$ cat src/rtl/pq_pkg.sv
package pq_pkg;
  typedef enum logic [1:0] {
    QS_IDLE  = 2'b00,
    QS_FIRST = 2'b01,
    QS_FLUSH = 2'b10,
    QS_LATER = 2'b11
  } qs_e;
endpackage

$ cat src/rtl/pq_store.sv
// Circular byte store; depth need not be a power of two.
module pq_store #(
  parameter int DEPTH  = 6,
  parameter int BYTE_W = 8,
  localparam int PW    = (DEPTH > 1) ? $clog2(DEPTH) : 1
) (
  input  logic                clk,
  input  logic                rst_n,
  input  logic                clear,
  input  logic                wr_en,
  input  logic                wr_two,
  input  logic [2*BYTE_W-1:0] wr_data,
  input  logic                rd_en,
  output logic [BYTE_W-1:0]   rd_data
);
  logic [PW-1:0]     wr_ptr, rd_ptr, wr_ptr1;
  logic [BYTE_W-1:0] mem [DEPTH];

  function automatic logic [PW-1:0] adv(input logic [PW-1:0] p, input int unsigned step);
    int unsigned t;
    t = int'(p) + step;
    if (t >= DEPTH) t = t - DEPTH;
    return t[PW-1:0];
  endfunction

  assign wr_ptr1 = adv(wr_ptr, 1);
  assign rd_data = mem[rd_ptr];

  always_ff @(posedge clk or negedge rst_n) begin
    if (!rst_n) begin
      wr_ptr <= '0;
      rd_ptr <= '0;
    end else if (clear) begin
      wr_ptr <= '0;
      rd_ptr <= '0;
    end else begin
      if (wr_en) wr_ptr <= adv(wr_ptr, wr_two ? 2 : 1);
      if (rd_en) rd_ptr <= adv(rd_ptr, 1);
    end
  end

  for (genvar i = 0; i < DEPTH; i++) begin : g_entry
    always_ff @(posedge clk) begin
      if (!clear && wr_en) begin
        if (wr_ptr == PW'(i))
          mem[i] <= wr_data[BYTE_W-1:0];
        else if (wr_two && wr_ptr1 == PW'(i))
          mem[i] <= wr_data[2*BYTE_W-1:BYTE_W];
      end
    end
  end
endmodule

$ cat src/rtl/pq_count.sv
module pq_count #(
  parameter int DEPTH = 6,
  localparam int CW   = $clog2(DEPTH + 1)
) (
  input  logic          clk,
  input  logic          rst_n,
  input  logic          clear,
  input  logic [CW-1:0] add,
  input  logic          sub,
  output logic [CW-1:0] cnt
);
  always_ff @(posedge clk or negedge rst_n) begin
    if (!rst_n)     cnt <= '0;
    else if (clear) cnt <= '0;
    else            cnt <= cnt + add - (sub ? CW'(1) : CW'(0));
  end
endmodule

$ cat src/rtl/pq_status.sv
module pq_status
  import pq_pkg::*;
(
  input  logic       clk,
  input  logic       rst_n,
  input  logic       flush,
  input  logic       pop,
  input  logic       pop_first,
  input  logic       reject,
  output logic [1:0] qs,
  output logic       ovf_err
);
  qs_e nxt;

  always_comb begin
    if (flush)    nxt = QS_FLUSH;
    else if (pop) nxt = pop_first ? QS_FIRST : QS_LATER;
    else          nxt = QS_IDLE;
  end

  always_ff @(posedge clk or negedge rst_n) begin
    if (!rst_n) begin
      qs      <= QS_IDLE;
      ovf_err <= 1'b0;
    end else begin
      qs      <= nxt;
      ovf_err <= reject;
    end
  end
endmodule

$ cat src/rtl/pq_prefetch_queue.sv
module pq_prefetch_queue #(
  parameter int DEPTH  = 6,
  parameter int BYTE_W = 8
) (
  input  logic                clk,
  input  logic                rst_n,
  input  logic                flush,
  input  logic                in_valid,
  input  logic                in_two,
  input  logic [2*BYTE_W-1:0] in_data,
  output logic                in_ready,
  output logic                fetch_req,
  output logic                out_valid,
  input  logic                out_ready,
  input  logic                out_first,
  output logic [BYTE_W-1:0]   out_data,
  output logic [1:0]          qs,
  output logic                ovf_err
);
  localparam int CW = $clog2(DEPTH + 1);
  localparam logic [CW-1:0] DEPTH_C = CW'(DEPTH);

  logic [CW-1:0] cnt, free, need;
  logic          push, pop, reject;

  assign free      = DEPTH_C - cnt;
  assign need      = in_two ? CW'(2) : CW'(1);
  assign in_ready  = free >= need;
  assign fetch_req = free >= CW'(2);
  assign out_valid = cnt != '0;
  assign push      = in_valid && in_ready && !flush;
  assign pop       = out_valid && out_ready && !flush;
  assign reject    = in_valid && !in_ready && !flush;

  pq_store #(.DEPTH(DEPTH), .BYTE_W(BYTE_W)) u_store (
    .clk(clk), .rst_n(rst_n), .clear(flush),
    .wr_en(push), .wr_two(in_two), .wr_data(in_data),
    .rd_en(pop), .rd_data(out_data)
  );

  pq_count #(.DEPTH(DEPTH)) u_count (
    .clk(clk), .rst_n(rst_n), .clear(flush),
    .add(push ? need : '0), .sub(pop), .cnt(cnt)
  );

  pq_status u_status (
    .clk(clk), .rst_n(rst_n), .flush(flush), .pop(pop),
    .pop_first(out_first), .reject(reject), .qs(qs), .ovf_err(ovf_err)
  );
endmodule

$ cat config.mk
export PLATFORM = sky130hd
export DESIGN_NAME = pq_prefetch_queue
export DESIGN_NICKNAME = d
export VERILOG_FILES = /design/src/rtl/pq_pkg.sv /design/src/rtl/pq_store.sv /design/src/rtl/pq_count.sv /design/src/rtl/pq_status.sv /design/src/rtl/pq_prefetch_queue.sv
export SDC_FILE = /design/constraint.sdc
export NUM_CORES = 1
export LEC_CHECK = 0
export BUFFER_PORTS_ARGS = -buffer_cell sky130_fd_sc_hd__buf_2
export CORE_ASPECT_RATIO = 0.7
export CORE_MARGIN = 8
export CORE_UTILIZATION = 53
export CTS_BUF_LIST = sky130_fd_sc_hd__clkbuf_4
export DETAILED_ROUTE_END_ITERATION = 12
export GPL_TIMING_DRIVEN = 0
export PLACE_DENSITY_LB_ADDON = 0.12
export SYNTH_ARGS = -nofsm -noshare
export SYNTH_HDL_FRONTEND = slang
export SYNTH_SLANG_ARGS = --single-unit
$ cat constraint.sdc
create_clock -name clk -period 2.8 [get_ports clk]
set_input_delay 0.42 -clock clk [delete_from_list [all_inputs] [get_ports clk]]
set_output_delay 0.42 -clock clk [all_outputs]
set_load 0.02 [all_outputs]
==> impl_metrics.csv <==
group,metric,value,unit
status,run_status,"complete, no violations",
finish,num-nets-final,375,
die,die_h,84.58,µm
sta,final.setup.tns,0,ps
global_routing,grtUsageTotal,18.03,%
logic_synthesis,synth.cell_area,3561,µm²
global_routing,global_route_wire_length_before_repair,13130,µm
sta,finalHoldViolations,0,
die,floorplan.rows,25,
route,drt_first_iter_violations,106,
cts,tritoncts_clock_tree,"built",
power,irDropWorstVdd,0.0003153,V
die,boundaryPins,37,
sta,timing.slew.headroom,58.26,%
cts,clkSinkCount,60,
route,routed_wirelength,8355,µm
logic_synthesis,seq_area_frac_synth,48.91,%
critical_path,worst_r2r_path_depth,9,
route,routed_via_density,5.640,
logic_synthesis,ys.warnings.count,0,
route,number_of_remaining_drc_errors,0,
route,drt-wirelength-per-cell,19.30,µm
sta,fin_crit,2735,ps
global_routing,number_of_global_route_vias_before_repair,2524,
global_routing,overflow,0,
sta,finalCritPeriodShare,97.69,%
logic_synthesis,synthCells,279,
flow_run,drv_cap,0,
route,ant_nets,0,
critical_path,worst_ep_required_time,2960,ps
die,core_area,6631,µm²
route,dr_total_vias,2442,
sta,timing.clock.skew,8.150,ps
placed_design,dpl_worst_slack,-854.4,ps
critical_path,setup.worst_path.class,"flip-flop to flip-flop",
placed_design,buffer_ports.inserted,36,
placed_design,globalplace.congestion,0.8405,
placed_design,numPlacedInstances,409,
die,die-area,9640,µm²
power,static-leakage-power,0.001588,µW
finish,num_antenna_cells,0,
die,die_w,114.0,µm
critical_path,worstReg2RegEnd,"u_store.mem[4][0]",
logic_synthesis,synth.distinct_cells,47,
logic_synthesis,ys_ff_latch,60,
cts,cts_buffer_depth,2,
route,drt-pass1-iter-count,4,
cts,number_of_clock_buffers_inserted_by_tritoncts,9,
placed_design,post-dp-hpwl,5453,µm
finish,syn_to_final_growth,18.34,%
cts,worst_setup_hold_path_clk_slew,100,ps
logic_synthesis,synthesis.area_per_instance,12.76,µm²
worst_hold_path,hold_start,"out_first",
sta,maxClockFrequency,365.6,MHz
critical_path,critPathCaptureType,"flip-flop",
cts,clock_latency,410,ps
finish,fin_cells,433,
logic_synthesis,synth_enable_flop_cells,48,
logic_synthesis,yosys_most_used_dff,"sky130_fd_sc_hd__edfxtp_1",
critical_path,timing.reg2reg.setup_slack,60,ps
worst_hold_path,min_delay_worst_endpoint,"u_status.qs[1]",
power,power.density,676.5,nW/µm²
sta,grt_setup_unrepaired,"true",
critical_path,r2r-start,"u_store.wr_ptr[2]",
sta,final.hold.worst_slack,185.1,ps
logic_synthesis,synth_async_sr_flop_share,20.00,%
finish,final_layout_size_suffix_gt1_share,44.25,%
die,effective_utilization_at_floorplan,53.70,%
sta,worst_slack,64.70,ps
sta,worst_pin_slew,626.2,ps
cts,cts-htree-levels,3,
sta,final-max-slew-violation-count,0,
critical_path,worstPathArrival,2900,ps
global_routing,antenna_found_initial,0,
power,total_power,2851,µW
worst_hold_path,min_path_cells,2,
critical_path,timing.critical_path.from_type,"flip-flop",
sta,setup_violations,0,
critical_path,critPathMaxFanout,10,
cts,cts-root-buf,"sky130_fd_sc_hd__clkbuf_4",
logic_synthesis,synth.net_count,320,
worst_hold_path,hold_path_class,"primary input to flip-flop",
global_routing,largest_net_degree_at_the_start_of_global_routing,13,
-- what timing repair did --
action / CTS / global route
setup endpoints to repair: 97 / 70
hold buffers: 1 / 0
resized for setup: 18 / 14
endpoints found under the hold margin: 12 / 0
gates cloned: 0 / 0
buffers inserted: 6 / 1
pin swaps: 5 / 8
-- sequential cells by signal, summed over array words and instances, names as in the netlist --
| signal | cells |
|---|---|
| u_count.cnt | 3 |
| u_store.wr_ptr | 3 |
| u_store.rd_ptr | 3 |
| u_status.qs | 2 |
| u_store.mem | 48 |
| u_status.ovf_err | 1 |
-- worst max-delay path by stage --
stage | slack (ps) | end | startpoint
6_report | 60 | u_store.mem[4][0] | u_store.wr_ptr[2]
5_1_grt | -40 | u_store.mem[4][3] | u_store.wr_ptr[2]
4_1_cts | 6 | u_count.cnt[2] | u_count.cnt[0]
3_5_place_dp | -850 | u_store.mem[5][5] | u_store.wr_ptr[2]
3_3_place_gp | -720 | u_store.mem[5][1] | u_store.wr_ptr[2]
2_1_floorplan | 90 | u_count.cnt[2] | u_count.cnt[0]
-- logic make-up (layout without fill, tap and decap cells) --
family,Yosys count,after routing,synth area share [%]
xor gates and xnor gates,7,7,1.933
AOI/OAI and AO/OA,37,37,6.465
adders and majority gates,18,18,6.746
and+or+nand+nor,71,71,10.79
DFF,60,60,48.91
muxes,64,64,22.49
buffers and inverters,22,82,2.670
-- routing by layer --
metal  part of all wire, %  global-route usage [%]  wire (µm)
met3                   5.9                   5.158        491
met2                    49                   28.69       4083
met5                     0                       0          0
met4                   1.1                   5.295         90
met1                    44                   23.29       3690
-- report_power, final --
group | switching, µW | internal [µW]
logic | 593 | 460
clock network | 324 | 378
registers | 49.7 | 1050
-- cells in the final DEF, fill, tap and decap left out, types with 10 or more instances in the layout --
master,Yosys,layout
sky130_fd_sc_hd__a21oi_1,16,15
sky130_fd_sc_hd__buf_2,4,41
sky130_fd_sc_hd__clkbuf_4,0,12
sky130_fd_sc_hd__dfrtp_1,12,10
sky130_fd_sc_hd__edfxtp_1,48,48
sky130_fd_sc_hd__ha_1,16,13
sky130_fd_sc_hd__mux2_2,48,48
sky130_fd_sc_hd__nand2_1,14,14
sky130_fd_sc_hd__nor2_1,25,23
-- area by class of cell --
class | instances | area, µm²
buffer | 11 | 58.81
fill | 550 | 2417
clock inverter | 5 | 76.32
tap | 94 | 117.6
clock buffer | 11 | 82.58
multi-input combinational | 197 | 1838
inverter | 11 | 41.29
timing repair buffer | 44 | 255.2
sequential | 60 | 1744
-- cell usage after synthesis, types with 3 or more instances --
cell type	count	area share, %
sky130_fd_sc_hd__edfxtp_1	48	40
sky130_fd_sc_hd__mux2_2	48	15
sky130_fd_sc_hd__nor2_1	25	2.6
sky130_fd_sc_hd__a21oi_1	16	2.2
sky130_fd_sc_hd__ha_1	16	5.6
sky130_fd_sc_hd__nand2_1	14	1.5
sky130_fd_sc_hd__dfrtp_1	12	8.4
sky130_fd_sc_hd__inv_1	10	1.1
sky130_fd_sc_hd__nand3_1	9	1.3
sky130_fd_sc_hd__mux2i_1	8	2.2
sky130_fd_sc_hd__mux4_2	8	5.1
sky130_fd_sc_hd__o21ai_0	7	0.98
sky130_fd_sc_hd__clkbuf_1	6	0.63
sky130_fd_sc_hd__nand2b_1	6	1.1
sky130_fd_sc_hd__buf_2	4	0.56
sky130_fd_sc_hd__xor2_1	4	0.98
sky130_fd_sc_hd__a21o_1	3	0.63
-- metrics by stage --
step,util [%],area (µm²)
6_report,63.55,4214
5_1_grt,63.55,4214
4_1_cts,62.92,4173
3_5_place_dp,58.19,3859
3_3_place_gp,58.19,3859
2_1_floorplan,-,3561
-- worst max-delay path: stages, from the launching register on --
cell	delay (ps)
sky130_fd_sc_hd__dfrtp_2	450
sky130_fd_sc_hd__clkbuf_4	230
sky130_fd_sc_hd__inv_1	90
sky130_fd_sc_hd__ha_1	290
sky130_fd_sc_hd__buf_2	210
sky130_fd_sc_hd__nand4_1	210
sky130_fd_sc_hd__nor2_2	160
sky130_fd_sc_hd__o32ai_2	140
sky130_fd_sc_hd__nor2_4	320
sky130_fd_sc_hd__mux2_2	380
No activity file was read; power rests on OpenSTA's default activity.
